`src/rtl/atf_pkg.sv`:
```
package atf_pkg;
  typedef enum logic [1:0] {
    ACC_READ  = 2'd0,
    ACC_WRITE = 2'd1,
    ACC_EXEC  = 2'd2
  } acc_e;

  localparam int PERM_W = 3;
  localparam logic [PERM_W-1:0] PERM_ALL = '1;

  function automatic acc_e norm_acc(input logic [1:0] code);
    case (code)
      2'd1:    return ACC_WRITE;
      2'd2:    return ACC_EXEC;
      default: return ACC_READ;
    endcase
  endfunction
endpackage

```
`src/rtl/atf_route.sv`:
```
module atf_route
  import atf_pkg::*;
#(
  parameter int EN_LSB = 2,
  parameter int EN_W   = 2
) (
  input  logic [EN_W-1:0] en_field_i,
  input  logic [1:0]      type_i,
  output logic            xlate_en_o,
  output acc_e            acc_o,
  output logic            itlb_o
);
  assign xlate_en_o = |en_field_i;
  assign acc_o      = norm_acc(type_i);
  assign itlb_o     = (acc_o == ACC_EXEC);
endmodule

```
`src/rtl/atf_seg_map.sv`:
```
module atf_seg_map #(
  parameter int VA_W  = 32,
  parameter int SEG_W = 4,
  localparam int NSEG   = 1 << SEG_W,
  localparam int HALF   = NSEG / 2,
  localparam int BASE_W = HALF * SEG_W
) (
  input  logic [VA_W-1:0]   vaddr_i,
  input  logic              user_i,
  input  logic [NSEG-1:0]   seg_en_i,
  input  logic [BASE_W-1:0] base_lo_i,
  input  logic [BASE_W-1:0] base_hi_i,
  output logic              seg_hit_o,
  output logic [VA_W-1:0]   seg_paddr_o
);
  logic [SEG_W-1:0] seg_idx;
  logic [SEG_W-1:0] base_tbl [NSEG];

  assign seg_idx = vaddr_i[VA_W-1 -: SEG_W];

  for (genvar g = 0; g < HALF; g++) begin : g_tbl
    assign base_tbl[g]        = base_lo_i[g*SEG_W +: SEG_W];
    assign base_tbl[g + HALF] = base_hi_i[g*SEG_W +: SEG_W];
  end

  assign seg_hit_o   = !user_i && seg_en_i[seg_idx];
  assign seg_paddr_o = {base_tbl[seg_idx], vaddr_i[VA_W-SEG_W-1:0]};
endmodule

```
`src/rtl/atf_page_ctl.sv`:
```
module atf_page_ctl
  import atf_pkg::*;
#(
  parameter int VA_W = 32
) (
  input  logic            clk_i,
  input  logic            rst_ni,
  input  logic            start_i,
  input  logic [VA_W-1:0] vaddr_i,
  input  acc_e            acc_i,
  input  logic            itlb_i,
  input  logic            user_i,
  input  logic            done_i,
  output logic            busy_o,
  output logic            finish_o,
  output logic [VA_W-1:0] tlb_vaddr_o,
  output acc_e            tlb_acc_o,
  output logic            tlb_itlb_o,
  output logic            tlb_user_o
);
  logic            pend_q;
  logic [VA_W-1:0] va_q;
  acc_e            acc_q;
  logic            itlb_q;
  logic            user_q;

  assign finish_o = pend_q && done_i;
  assign busy_o   = pend_q;

  always_ff @(posedge clk_i or negedge rst_ni) begin
    if (!rst_ni) begin
      pend_q <= 1'b0;
      va_q   <= '0;
      acc_q  <= ACC_READ;
      itlb_q <= 1'b0;
      user_q <= 1'b0;
    end else if (finish_o) begin
      pend_q <= 1'b0;
    end else if (start_i && !pend_q) begin
      pend_q <= 1'b1;
      va_q   <= vaddr_i;
      acc_q  <= acc_i;
      itlb_q <= itlb_i;
      user_q <= user_i;
    end
  end

  assign tlb_vaddr_o = va_q;
  assign tlb_acc_o   = acc_q;
  assign tlb_itlb_o  = itlb_q;
  assign tlb_user_o  = user_q;
endmodule

```
`src/rtl/atf_xlate_front.sv`:
```
module atf_xlate_front
  import atf_pkg::*;
#(
  parameter int VA_W   = 32,
  parameter int SEG_W  = 4,
  parameter int CFG_W  = 32,
  parameter int EN_LSB = 2,
  parameter int EN_W   = 2
) (
  input  logic              clk_i,
  input  logic              rst_ni,
  input  logic              req_valid_i,
  output logic              req_ready_o,
  input  logic [VA_W-1:0]   req_vaddr_i,
  input  logic [1:0]        req_type_i,
  input  logic              req_user_i,
  input  logic [CFG_W-1:0]  gc_cfg_i,
  input  logic [CFG_W-1:0]  mm_cfg_i,
  input  logic [CFG_W-1:0]  seg_base_lo_i,
  input  logic [CFG_W-1:0]  seg_base_hi_i,
  output logic              tlb_req_o,
  output logic [VA_W-1:0]   tlb_vaddr_o,
  output logic [1:0]        tlb_type_o,
  output logic              tlb_user_o,
  output logic              tlb_itlb_o,
  input  logic              tlb_done_i,
  input  logic              tlb_fault_i,
  input  logic [VA_W-1:0]   tlb_paddr_i,
  input  logic [PERM_W-1:0] tlb_perm_i,
  output logic              rsp_valid_o,
  output logic [VA_W-1:0]   rsp_paddr_o,
  output logic              rsp_fault_o,
  output logic [PERM_W-1:0] rsp_perm_o
);
  localparam int NSEG   = 1 << SEG_W;
  localparam int BASE_W = (NSEG / 2) * SEG_W;

  logic            xlate_en, itlb, seg_hit, busy, finish, accept, direct;
  acc_e            acc, tlb_acc;
  logic [VA_W-1:0] seg_paddr;
  logic            unused_cfg;

  assign unused_cfg = ^{gc_cfg_i, mm_cfg_i, seg_base_lo_i, seg_base_hi_i};

  atf_route #(.EN_LSB(EN_LSB), .EN_W(EN_W)) u_route (
    .en_field_i (gc_cfg_i[EN_LSB +: EN_W]),
    .type_i     (req_type_i),
    .xlate_en_o (xlate_en),
    .acc_o      (acc),
    .itlb_o     (itlb)
  );

  atf_seg_map #(.VA_W(VA_W), .SEG_W(SEG_W)) u_seg (
    .vaddr_i     (req_vaddr_i),
    .user_i      (req_user_i),
    .seg_en_i    (mm_cfg_i[NSEG-1:0]),
    .base_lo_i   (seg_base_lo_i[BASE_W-1:0]),
    .base_hi_i   (seg_base_hi_i[BASE_W-1:0]),
    .seg_hit_o   (seg_hit),
    .seg_paddr_o (seg_paddr)
  );

  assign req_ready_o = !busy;
  assign accept      = req_valid_i && !busy;
  assign direct      = !xlate_en || seg_hit;

  atf_page_ctl #(.VA_W(VA_W)) u_page (
    .clk_i       (clk_i),
    .rst_ni      (rst_ni),
    .start_i     (accept && !direct),
    .vaddr_i     (req_vaddr_i),
    .acc_i       (acc),
    .itlb_i      (itlb),
    .user_i      (req_user_i),
    .done_i      (tlb_done_i),
    .busy_o      (busy),
    .finish_o    (finish),
    .tlb_vaddr_o (tlb_vaddr_o),
    .tlb_acc_o   (tlb_acc),
    .tlb_itlb_o  (tlb_itlb_o),
    .tlb_user_o  (tlb_user_o)
  );

  assign tlb_req_o  = busy;
  assign tlb_type_o = tlb_acc;

  // finish and a direct accept are exclusive: ready is low while busy
  assign rsp_valid_o = (accept && direct) || finish;
  assign rsp_fault_o = finish && tlb_fault_i;
  assign rsp_perm_o  = finish ? tlb_perm_i : PERM_ALL;
  always_comb begin
    if (finish)        rsp_paddr_o = tlb_paddr_i;
    else if (xlate_en) rsp_paddr_o = seg_paddr;
    else               rsp_paddr_o = req_vaddr_i;
  end
endmodule

```
`config.mk`:
```
export PLATFORM = sky130hd
export DESIGN_NAME = atf_xlate_front
export DESIGN_NICKNAME = d
export VERILOG_FILES = /design/src/rtl/atf_pkg.sv /design/src/rtl/atf_route.sv /design/src/rtl/atf_seg_map.sv /design/src/rtl/atf_page_ctl.sv /design/src/rtl/atf_xlate_front.sv
export SDC_FILE = /design/constraint.sdc
export NUM_CORES = 1
export LEC_CHECK = 0
export CORE_AREA = 2 2 107 109
export CTS_CLUSTER_DIAMETER = 30
export DETAILED_ROUTE_END_ITERATION = 16
export DIE_AREA = 0 0 109 111
export DONT_BUFFER_PORTS = 1
export HOLD_SLACK_MARGIN = 0.08
export SLEW_MARGIN = 0
export SYNTH_ARGS = -nofsm -noshare
export SYNTH_HDL_FRONTEND = slang
export SYNTH_HIERARCHICAL = 1
export SYNTH_SLANG_ARGS = --single-unit
```
`constraint.sdc`:
```
create_clock -name clk_i -period 1.5 [get_ports clk_i]
set_input_delay 0.075 -clock clk_i [delete_from_list [all_inputs] [get_ports clk_i]]
set_output_delay 0.075 -clock clk_i [all_outputs]
set_load 0.005 [all_outputs]
```
======== Word-level counts from Yosys, hierarchy flattened ========
Index checks and enable logic that the tools add are counted.
storage, ports and cells
  bits in registers ....................... 37
  bits of input ports ..................... 203
  output and inout bits ................... 75
  logic and storage cells ................. 39
operators by class
  $lt $le $gt $ge ......................... 2
  eq/ne operators ......................... 3
  multiplexer cells ....................... 11
  bitwise logic cells ..................... 2
  reductions and logical operators ........ 16
operator list
  cell                                                                    number
  32-bit two-way mux                                                      2
  4-bit binary-select mux with 4-bit select                               1
  4-bit two-way mux                                                       2
  1-bit logical AND                                                       7
  5-bit greater-or-equal comparator (second input constant)               1
  4-bit by 5-bit < comparator with 1-bit output (second input constant)   1
  4-bit NOT with 5-bit output                                             1
  1-bit binary-select mux with 4-bit select                               1
  2-bit equality test (second input constant)                             2
  1-bit logical NOT                                                       4
  2-bit one-hot mux with 2 select lines                                   1
  1-bit two-way mux                                                       3
  3-bit two-way mux                                                       1
  2-bit by 1-bit equality test with 1-bit output (second input constant)  1
  1-bit logical OR                                                        2
  2-bit AND reduction                                                     1
  2-bit nonzero test                                                      1
  2-bit OR reduction                                                      1
  1-bit NOT                                                               1

======== Logic depth before layout (Yosys ltp) ========
Gate-level depths: netlist of the first run.
  word-level depth ........................ 9
  depth in mapped cells ................... 12
  mapped depth without buffers ............ 8

======== Modules after synthesis ========
The synthesis of the first run kept the hierarchy.
by module, submodules not included
  module           times used  cells each  area each (um2)  sequential area each (um2)
  atf_page_ctl     1           81          1520.2           925.9
  atf_seg_map      1           76          862.1            0.0
  atf_xlate_front  1           115         758.2            0.0
  atf_route        1           4           28.8             0.0

======== Worst setup path after synthesis of the first run ========
No wires, ideal clock.
  kind .................................... input -> register
  from .................................... in req_vaddr_i[28]
  to ...................................... reg u_page.acc_q[0] (netlist: u_page/tlb_acc_o[0])
  library setup time ...................... 125 ps
  arrival time ............................ 2305 ps
  data required time ...................... 1375 ps
  path slack .............................. -930 ps
  cell stages on the path ................. 11
  buffers on the path ..................... 4
  cells stage by stage .................... buf_6 > buf_2 > mux4_2 > o2111ai_1 > a21oi_1 > nand2b_1 > nor3b_1 > nor2b_1 > buf_6 > buf_8 > mux2_4
on the way
  cells in the longest elaborated chain, start to end .. 8
RTL lines
  item                                       line                   RTL
  from (decl)                                atf_xlate_front.sv:14  input logic [VA_W-1:0] req_vaddr_i,
  1-bit binary-select mux with 4-bit select  atf_seg_map.sv:26      assign seg_hit_o = !user_i && seg_en_i[seg_idx];
  1-bit two-way mux (implied by the code)    atf_seg_map.sv:26
  1-bit logical AND                          atf_seg_map.sv:26
  net seg_hit                                atf_xlate_front.sv:38  logic xlate_en, itlb, seg_hit, busy, finish, accept, direct;
  1-bit logical OR                           atf_xlate_front.sv:65  assign direct = !xlate_en || seg_hit;
  1-bit logical NOT                          atf_xlate_front.sv:70  .start_i (accept && !direct),
  1-bit logical AND                          atf_xlate_front.sv:70
  1-bit logical AND                          atf_page_ctl.sv:39     end else if (start_i && !pend_q) begin
  2-bit AND reduction (no source line)       n/a
  to (signal assigned)                       atf_page_ctl.sv:42     acc_q <= acc_i;
  to (decl)                                  atf_page_ctl.sv:23     acc_e acc_q;
The timed path passes the listed nets, and every way through them passes these cells. The select of a mux whose other input is x is not followed.
A chain may end at the register's enable or synchronous reset.

======== Final worst setup path of the first run ========
  from .................................... in req_vaddr_i[28]
  to ...................................... reg u_page.va_q[21] (netlist: u_page/tlb_vaddr_o[21])
on the way
  cells in the longest elaborated chain, start to end .. 8
RTL lines
  item                                       line                   RTL
  1-bit binary-select mux with 4-bit select  atf_seg_map.sv:26
  1-bit two-way mux (implied by the code)    atf_seg_map.sv:26
  1-bit logical AND                          atf_seg_map.sv:26
  net seg_hit                                atf_xlate_front.sv:38
  1-bit logical OR                           atf_xlate_front.sv:65
  1-bit logical NOT                          atf_xlate_front.sv:70
  1-bit logical AND                          atf_xlate_front.sv:70
  1-bit logical AND                          atf_page_ctl.sv:39
  2-bit AND reduction (no source line)       n/a
  to (signal assigned)                       atf_page_ctl.sv:41     va_q <= vaddr_i;
  to (decl)                                  atf_page_ctl.sv:22     logic [VA_W-1:0] va_q;
The timed path passes the listed nets, and every way through them passes these cells. The select of a mux whose other input is x is not followed.

==> parameters.txt, run 1 <==
Parameter                              Value

Detailed routing
  Violation count after the first detailed-routing iteration ... 47
  Routed len/inst ... 22.7 um
  Total iterations of the first detailed-routing run ... 4
  Remaining number of nets flagged by the antenna check after routing ... 0
  Final Routed Wirelength ... 10,200 um
  Via count ... between 2,000 and 2,500
  Vias per std cell ... 5.20
  DRC violation count after routing ... 0

Timing
  Measured slew at the worst slew-check pin ... 605 ps
  Setup violations, final ... 55
  Post-layout worst setup margin ... -376 ps
  Post-route clock skew ... between 3 and 4 ps
  Unrepaired setup endpoints after global routing ... yes
  Final count of pins violating max slew ... 0
  Shortest clock period the worst path allows after layout ... 1880 ps
  Worst slew margin ... 59.6%
  Final cycle utilization of the critical path ... 125%
  Hold Vio Cnt, Final ... 0
  Max Clock Freq ... 533 MHz
  Hold Worst Slack ... 97.1 ps

GRT
  Met3 global-route usage ... 3.29%
  Grt met1 use ... 14.9%
  Initial antenna violation count ... 1
  Total congestion overflow ... 0
  Maximum number of pins on one net before global-route repair ... 38
  Peak-usage layer in the global routing report ... met2
  Met2 demand-to-capacity share in global routing ... 28.5%
  Wire length of the first global-routing pass ... 13,200 um
  Overall routing resource usage ... 14.7%
  Vias in the first global route ... about 2,300

Run
  Max-capacitance violation count ... 0

Cells and area
  Count of nets after finishing ... 507
  Share of layout cells above drive strength 1 ... about half
  Fill count ... 1,023
  Final instance count without filler cells ... around 450
  Sequential cell area ... 926 um^2
  Final Instance Area ... 4390 um^2
  Area growth from synthesis to layout ... 38.5%
  Share of the core filled with cells ... 39.6%
  Multi-input logic area ... between 2000 and 2500 um^2

Synthesis
  Cell taking the most area after synthesis ... sky130_fd_sc_hd__dfrtp_1
  Dominant cell by count in the synthesized netlist ... sky130_fd_sc_hd__dfrtp_1
  Cell types with the largest area share after synthesis ... sky130_fd_sc_hd__dfrtp_1 (29%), sky130_fd_sc_hd__mux2_4 (14%), sky130_fd_sc_hd__mux2i_1 (11%), sky130_fd_sc_hd__mux4_2 (9.9%), sky130_fd_sc_hd__buf_4 (7.3%)
  Count of state elements after synthesis ... 37
  Most numerous cell types in the synthesized netlist ... sky130_fd_sc_hd__dfrtp_1 (37), sky130_fd_sc_hd__mux2i_1 (35), sky130_fd_sc_hd__nand2_1 (33)
  Xor-xnor portion of the synthesized cell area ... 0%
  Post-Synth Simple-Gate Area ... 7.15%
  Dominant combinational cell family by area after synthesis ... multiplexers
  Proportion of synthesized chip area in sequential cells ... 29.2%
  Area fraction in compound gates after synthesis ... slightly below 9%
  Number of distinct library cell variants in the gate-level netlist after synthesis ... 32
  Number of nets produced by synthesis ... 479
  EDFF count, synth ... 0
  Post-synthesis instance total ... ~280
  Synth Area in Adders ... 0%
  Avg Inst Size Synth ... around 11 um^2
  Total standard cell area after synthesis ... 3170 um^2
  Count of yosys warnings during synthesis ... 6
  Fraction of registers with async set or reset after synthesis ... 100%
  Yosys top cell area share ... 29.2%
  Most used flip-flop cell after synthesis ... sky130_fd_sc_hd__dfrtp_1
  Proportion of synthesized area in mux cells ... slightly above 40%

Die
  I/O pin count ... 278
  Core region area ... roughly 11,000 um^2
  Row count ... 39
  Total die area ... ~12,000 um^2
  Effective utilization at floorplan ... 28.6%
  Die outline height ... between 100 and 150 um
  Chip width ... 109 um

Clock tree
  Sink count of the clock tree ... 37
  Clock edge transition at the registers on the reported setup and hold paths ... 60 ps
  Total CTS buffers ... 5
  Later-pin clock latency in the skew report ... 280 ps
  Clock tree root buffer cell ... sky130_fd_sc_hd__clkbuf_16
  Clock tree from TritonCTS ... built
  Buffers from clock root to sink, at most ... 2
  H-tree depth ... 2

Power
  Sequential cell fraction of total power ... between 30% and 40%
  Maximum ir drop on the vdd rail ... 449 uV
  Leakage ... 1.94 nW
  Switching power as a share of total power ... 30.9%
  Part of the power in combinational logic ... between 40% and 50%
  Clock network fraction of design power ... a little over a fifth
  Power density normalized to cell area ... 1110 nW/um^2
  Cell-internal power ... ~0.0034 W
  Net load switching power ... 0.00151 W

Setup path
  Startpoint types ... primary input
  Highest fanout seen on the critical path ... 24
  Data arrival time of the critical path ... 2030 ps
  CP endpoint kind ... register
  Launching instance or port of the critical path ... req_vaddr_i[28]
  Cell Chain, Critical Path ... mux4_2 -> o22ai_2 -> a311o_1 -> a21oi_2 -> nand2b_4 -> nor3b_2 -> nor2b_4 -> buf_4 -> buf_12 -> mux2_4
  Worst reg2reg startpoint ... u_page/busy_o
  CP Data Required Time ... 1660 ps
  Worst Path Buf+Inv ... 2
  Classification of the worst setup path ... primary input to register
  Stage delay of the slowest cell on the critical path ... ~480 ps
  Cell at the slowest stage of the critical path ... sky130_fd_sc_hd__mux4_2
  Cell family contributing the most delay on the critical path ... multiplexers

Run status
  Failing checks ... setup timing
  Result of the run ... complete, but fails checks

Placed design
  Number of instances in the placed design ... 379
  Worst slack, placed ... -813 ps
  Routability-driven placement congestion ratio ... just over 0.9
  Post-DP HPWL ... 6830 um
  Placed cell area ... 3020 um^2
  Number of buffer cells added on primary ports ... 0

Worst hold path
  Hold Startpoint ... req_type_i[1]
  Min-Delay Path Class ... primary input to register
[per-stage QoR]
stage          TNS [ps]  total power, W
2_1_floorplan    -26520         0.00295
3_3_place_gp     -26750         0.00310
3_5_place_dp     -28060         0.00314
4_1_cts          -13530         0.00458
5_1_grt          -17070         0.00511
6_report         -13790         0.00487
[flip-flops by register name (all words and copies together) (netlist names)]
signal,flops
u_page/busy_o,1
u_page/tlb_itlb_o,1
u_page/tlb_user_o,1
u_page/tlb_vaddr_o,32
u_page/tlb_acc_o,2
[worst paths after layout]
kind	endpoint	slack, ps	cells past startpoint
max reg2reg	u_page/tlb_vaddr_o[21]	30	5
max	u_page/tlb_vaddr_o[21]	-380	10
min	u_page/tlb_acc_o[1]	100	2
max in group asynchronous	u_page/tlb_vaddr_o[16]	1040	2
min in group asynchronous	u_page/tlb_vaddr_o[11]	260	2
min reg2reg	u_page/tlb_vaddr_o[15]	540	1
[logic make-up (layout without fill, tap and decap cells)]
group,count (synthesis),after routing
AND/OR/NAND/NOR,50,50
buffers and inverters,53,82
AO/OA/AOI/OAI,46,46
flip-flops,37,37
multiplexers,90,90
other,0,1
[repair_timing]
action,in CTS,in global routing
gates resized for setup,37,96
setup endpoints to repair,73,71
pin swaps,7,17
endpoints found under the hold margin,72,0
hold buffers,38,0
cloned,4,7
buffers inserted,8,8
[layout make-up]
type                       instances  share of cell area (%)
clock buffer                       6                    2.94
clock inverter                     2                   0.228
antenna                            1                  0.0570
multi-input combinational        186                    50.6
timing repair buffer              71                    20.7
tap                              143                    4.08
sequential                        37                    21.1
inverter                           3                   0.256
[cell usage in the layout (no fill, tap or decap), types with 2 or more instances in the layout]
cell type and count:
sky130_fd_sc_hd__nand2_1 13, sky130_fd_sc_hd__dfrtp_1 37, sky130_fd_sc_hd__mux4_1 3, sky130_fd_sc_hd__nand2_2 8, sky130_fd_sc_hd__buf_16 3, sky130_fd_sc_hd__o21ai_2 16
sky130_fd_sc_hd__o21ai_4 15, sky130_fd_sc_hd__clkinv_2 2, sky130_fd_sc_hd__clkbuf_16 10, sky130_fd_sc_hd__mux2i_2 2, sky130_fd_sc_hd__nand3_1 2, sky130_fd_sc_hd__buf_4 7
sky130_fd_sc_hd__buf_6 11, sky130_fd_sc_hd__inv_1 3, sky130_fd_sc_hd__mux2i_1 33, sky130_fd_sc_hd__nor2_1 2, sky130_fd_sc_hd__a22o_1 4, sky130_fd_sc_hd__nand2_4 12
sky130_fd_sc_hd__mux2_4 36, sky130_fd_sc_hd__nand2b_1 3, sky130_fd_sc_hd__mux4_2 15, sky130_fd_sc_hd__a221o_1 4, sky130_fd_sc_hd__buf_12 7, sky130_fd_sc_hd__nor2b_1 2
sky130_fd_sc_hd__dlygate4sd3_1 37, sky130_fd_sc_hd__and2_4 2
[per-layer routing]
layer	up-vias	share of wire [%]	routed length (um)
met1	1128	34	3450
li1	1040	-	-
met2	150	57	5840
met3	16	6.8	696
met4	0	2.2	220
met5	-	0	0
[power groups by stage]
stage,Sequential [W],Combinational [W],Clock [W]
finish,0.00184,0.00202,0.00101
global route,0.00189,0.00214,0.00108
CTS,0.00185,0.00168,0.00105
detailed placement,0.00185,0.00129,0
global placement,0.00185,0.00125,0
floorplan,0.00172,0.00123,0
No activity file was read; power rests on OpenSTA's default activity.
==> run 2, diff against run 1 <==
--- a/config.mk
+++ b/config.mk
@@ -11,6 +11,7 @@
 export DIE_AREA = 0 0 109 111
 export DONT_BUFFER_PORTS = 1
 export HOLD_SLACK_MARGIN = 0.08
+export RECOVER_POWER = 25
 export SLEW_MARGIN = 0
 export SYNTH_ARGS = -nofsm -noshare
 export SYNTH_HDL_FRONTEND = slang
==> run 2 against run 1 <==
  * The run still ends with setup timing left
  * Register-to-register slack hardly changed
  * Cell count is the same
  * Sequential power is essentially flat
  * Worst hold slack did not move
  * Combinational power about the same
  * Clock-buffer cell count stayed put
  * Via count unchanged
  * Clock power about the same
  * Die area is the same
  * Maximum frequency did not move
  * First-iteration DRC count did not move
  * Critical path type unchanged
  * Largest power group unchanged
==> parameters.txt, run 2 (same netlist as run 1, synthesis figures left out) <==
Parameter                              Value

Cells and area
  Area growth from synthesis to layout ... 38.1% (was 38.5%)
  Fill count ... 1,025 (was 1,023)
  Commonest cells after routing, fill and taps aside ... sky130_fd_sc_hd__dfrtp_1 (37), sky130_fd_sc_hd__dlygate4sd3_1 (37), sky130_fd_sc_hd__mux2_4 (36) (unchanged)
  Flip-flop count of the largest register after layout ... 32 (unchanged)
  Share of layout cells above drive strength 1 ... 51.5% (unchanged)
  Count of nets after finishing ... 507 (unchanged)

Placed design
  Routability-driven placement congestion ratio ... 0.914 (unchanged)
  Post-DP HPWL ... 6830 um (unchanged)
  Worst slack, placed ... -813 ps (unchanged)
  Number of buffer cells added on primary ports ... 0 (unchanged)

Setup path
  Cell at the slowest stage of the critical path ... sky130_fd_sc_hd__mux4_2 (unchanged)
  Classification of the worst setup path ... primary input to register (unchanged)
  Stage delay of the slowest cell on the critical path ... 480 ps (about the same)
  Startpoint types ... primary input (unchanged)
  CP endpoint kind ... register (unchanged)
  Cell Chain, Critical Path ... mux4_2 -> o22ai_2 -> a311o_1 -> a21oi_2 -> nand2b_4 -> nor3b_2 -> nor2b_4 -> buf_4 -> buf_12 -> mux2_4 (unchanged)
  Highest fanout seen on the critical path ... 24 (unchanged)
  CP Data Required Time ... 1660 ps (about the same)
  Data arrival time of the critical path ... 2030 ps (about the same)

Die
  Die outline height ... 111 um (unchanged)
  Effective utilization at floorplan ... 28.6% (unchanged)
  Row count ... 39 (unchanged)
  Total die area ... 12,100 um^2 (unchanged)
  Core region area ... 11,100 um^2 (unchanged)
  Chip width ... 109 um (unchanged)
  I/O pin count ... 278 (unchanged)

Timing
  Hold Worst Slack ... 97.1 ps (unchanged)
  Final count of pins violating max slew ... 0 (unchanged)
  Post-layout worst setup margin ... -376 ps (unchanged)
  Worst slew margin ... 32.9% (was 59.6%)
  Final cycle utilization of the critical path ... 125% (unchanged)
  Post-route clock skew ... 3.30 ps (unchanged)
  Max Clock Freq ... 533 MHz (unchanged)
  Setup violations, final ... 55 (unchanged)
  Shortest clock period the worst path allows after layout ... 1880 ps (unchanged)
  Hold Vio Cnt, Final ... 0 (unchanged)
  Unrepaired setup endpoints after global routing ... yes (unchanged)
  Measured slew at the worst slew-check pin ... 1010 ps (was 605 ps)

GRT
  Total congestion overflow ... 0 (unchanged)
  Grt met1 use ... 14.9% (unchanged)
  Maximum number of pins on one net before global-route repair ... 38 (unchanged)
  Met3 global-route usage ... 3.29% (unchanged)
  Vias in the first global route ... 2,326 (unchanged)
  Wire length of the first global-routing pass ... 13,200 um (unchanged)
  Overall routing resource usage ... 14.7% (unchanged)
  Met2 demand-to-capacity share in global routing ... 28.5% (unchanged)
  Peak-usage layer in the global routing report ... met2 (unchanged)
  Initial antenna violation count ... 1 (unchanged)

Clock tree
  Clock tree from TritonCTS ... built (unchanged)
  Clock tree root buffer cell ... sky130_fd_sc_hd__clkbuf_16 (unchanged)
  H-tree depth ... 2 (unchanged)
  Sink count of the clock tree ... 37 (unchanged)
  Clock edge transition at the registers on the reported setup and hold paths ... 60 ps (about the same)
  Buffers from clock root to sink, at most ... 2 (unchanged)
  Total CTS buffers ... 5 (unchanged)
  Later-pin clock latency in the skew report ... 280 ps (about the same)

Power
  Net load switching power ... 0.00151 W (about the same)
  Part of the power in combinational logic ... 41.4% (about the same)
  Maximum ir drop on the vdd rail ... 449 uV (about the same)
  Cell-internal power ... 0.00336 W (about the same)
  Sequential cell fraction of total power ... 37.8% (about the same)
  Clock network fraction of design power ... 20.8% (about the same)
  Leakage ... 1.94 nW (about the same)
  Switching power as a share of total power ... 31.0% (was 30.9%)
  Power density normalized to cell area ... 1110 nW/um^2 (about the same)

Run status
  Failing checks ... setup timing (unchanged)
  Result of the run ... complete, but fails checks (unchanged)

Detailed routing
  Remaining number of nets flagged by the antenna check after routing ... 0 (unchanged)
  Via count ... 2,334 (unchanged)
  Vias per std cell ... 5.20 (unchanged)
  DRC violation count after routing ... 0 (unchanged)
  Routed len/inst ... 22.7 um (about the same)
  Total iterations of the first detailed-routing run ... 4 (unchanged)
  Final Routed Wirelength ... 10,200 um (about the same)
  Violation count after the first detailed-routing iteration ... 47 (unchanged)

Run
  Max-capacitance violation count ... 0 (unchanged)

Worst hold path
  Min-Delay Path Class ... primary input to register (unchanged)
==> run 2: stage by stage <==
| step | power (W) | area (um^2) | setup TNS [ps] | util [%] | cells |
|---|---|---|---|---|---|
| after CTS | 0.00458 | 3850 | -13530 | 34.8 | 437 |
| after global placement | 0.00310 | 3020 | -26750 | 27.2 | 379 |
| after detailed placement | 0.00314 | 3020 | -28060 | 27.2 | 379 |
| final | 0.00486 | 4380 | -13790 | 39.5 | 449 |
| after global routing | 0.00511 | 4380 | -17070 | 39.5 | 449 |
| after floorplan | 0.00295 | 3190 | -26520 | - | 276 |
==> run 2: repair_timing <==
item / 4_1_cts / 5_1_grt
cloned: 4 / 7
buffers inserted: 8 / 8
resized for setup: 37 / 96
setup endpoints to repair: 73 / 71
hold buffers: 38 / 0
hold endpoints to repair: 72 / 0
pin swaps: 7 / 17
==> run 2: cell type report <==
type | instances | area (um^2) | share of cell area (%)
antenna | 1 | 2.50 | 0.0572
clock buffer | 6 | 129 | 2.95
sequential | 37 | 926 | 21.2
timing repair buffer | 71 | 895 | 20.4
inverter | 3 | 11.3 | 0.257
tap | 143 | 179 | 4.09
multi-input combinational | 186 | 2220 | 50.8
clock inverter | 2 | 10.0 | 0.229
==> run 2: power by group through the flow <==
stage               clock network (W)  logic (W)  registers [W]
floorplan                           0    0.00123        0.00172
global placement                    0    0.00125        0.00185
detailed placement                  0    0.00129        0.00185
CTS                           0.00105    0.00168        0.00185
global route                  0.00108    0.00213        0.00189
finish                        0.00101    0.00201        0.00184
==> run 2: worst paths after layout <==
kind	startpoint	to	slack [ps]	cells past startpoint
min in group asynchronous	rst_ni	u_page/tlb_vaddr_o[11]	500	2
worst max-delay path	req_vaddr_i[28]	u_page/tlb_vaddr_o[21]	-380	10
worst min-delay path	req_type_i[1]	u_page/tlb_acc_o[1]	100	2
max in group asynchronous	rst_ni	u_page/tlb_vaddr_o[16]	380	2
worst min register to register	u_page/tlb_vaddr_o[15]	u_page/tlb_vaddr_o[15]	540	1
worst max register to register	u_page/busy_o	u_page/tlb_vaddr_o[21]	30	5
==> run 2: per-layer routing <==
metal / wire, um / vias to the layer above
met4: 220 / 0
met5: 0 / -
li1: - / 1040
met1: 3450 / 1128
met3: 696 / 16
met2: 5840 / 150
==> run 2: critical path, delay by kind of cell <==
kind | cells | cell delay, ps
compound gates | 3 | 340
simple gates | 3 | 560
mux | 2 | 780
buf+inv | 2 | 280
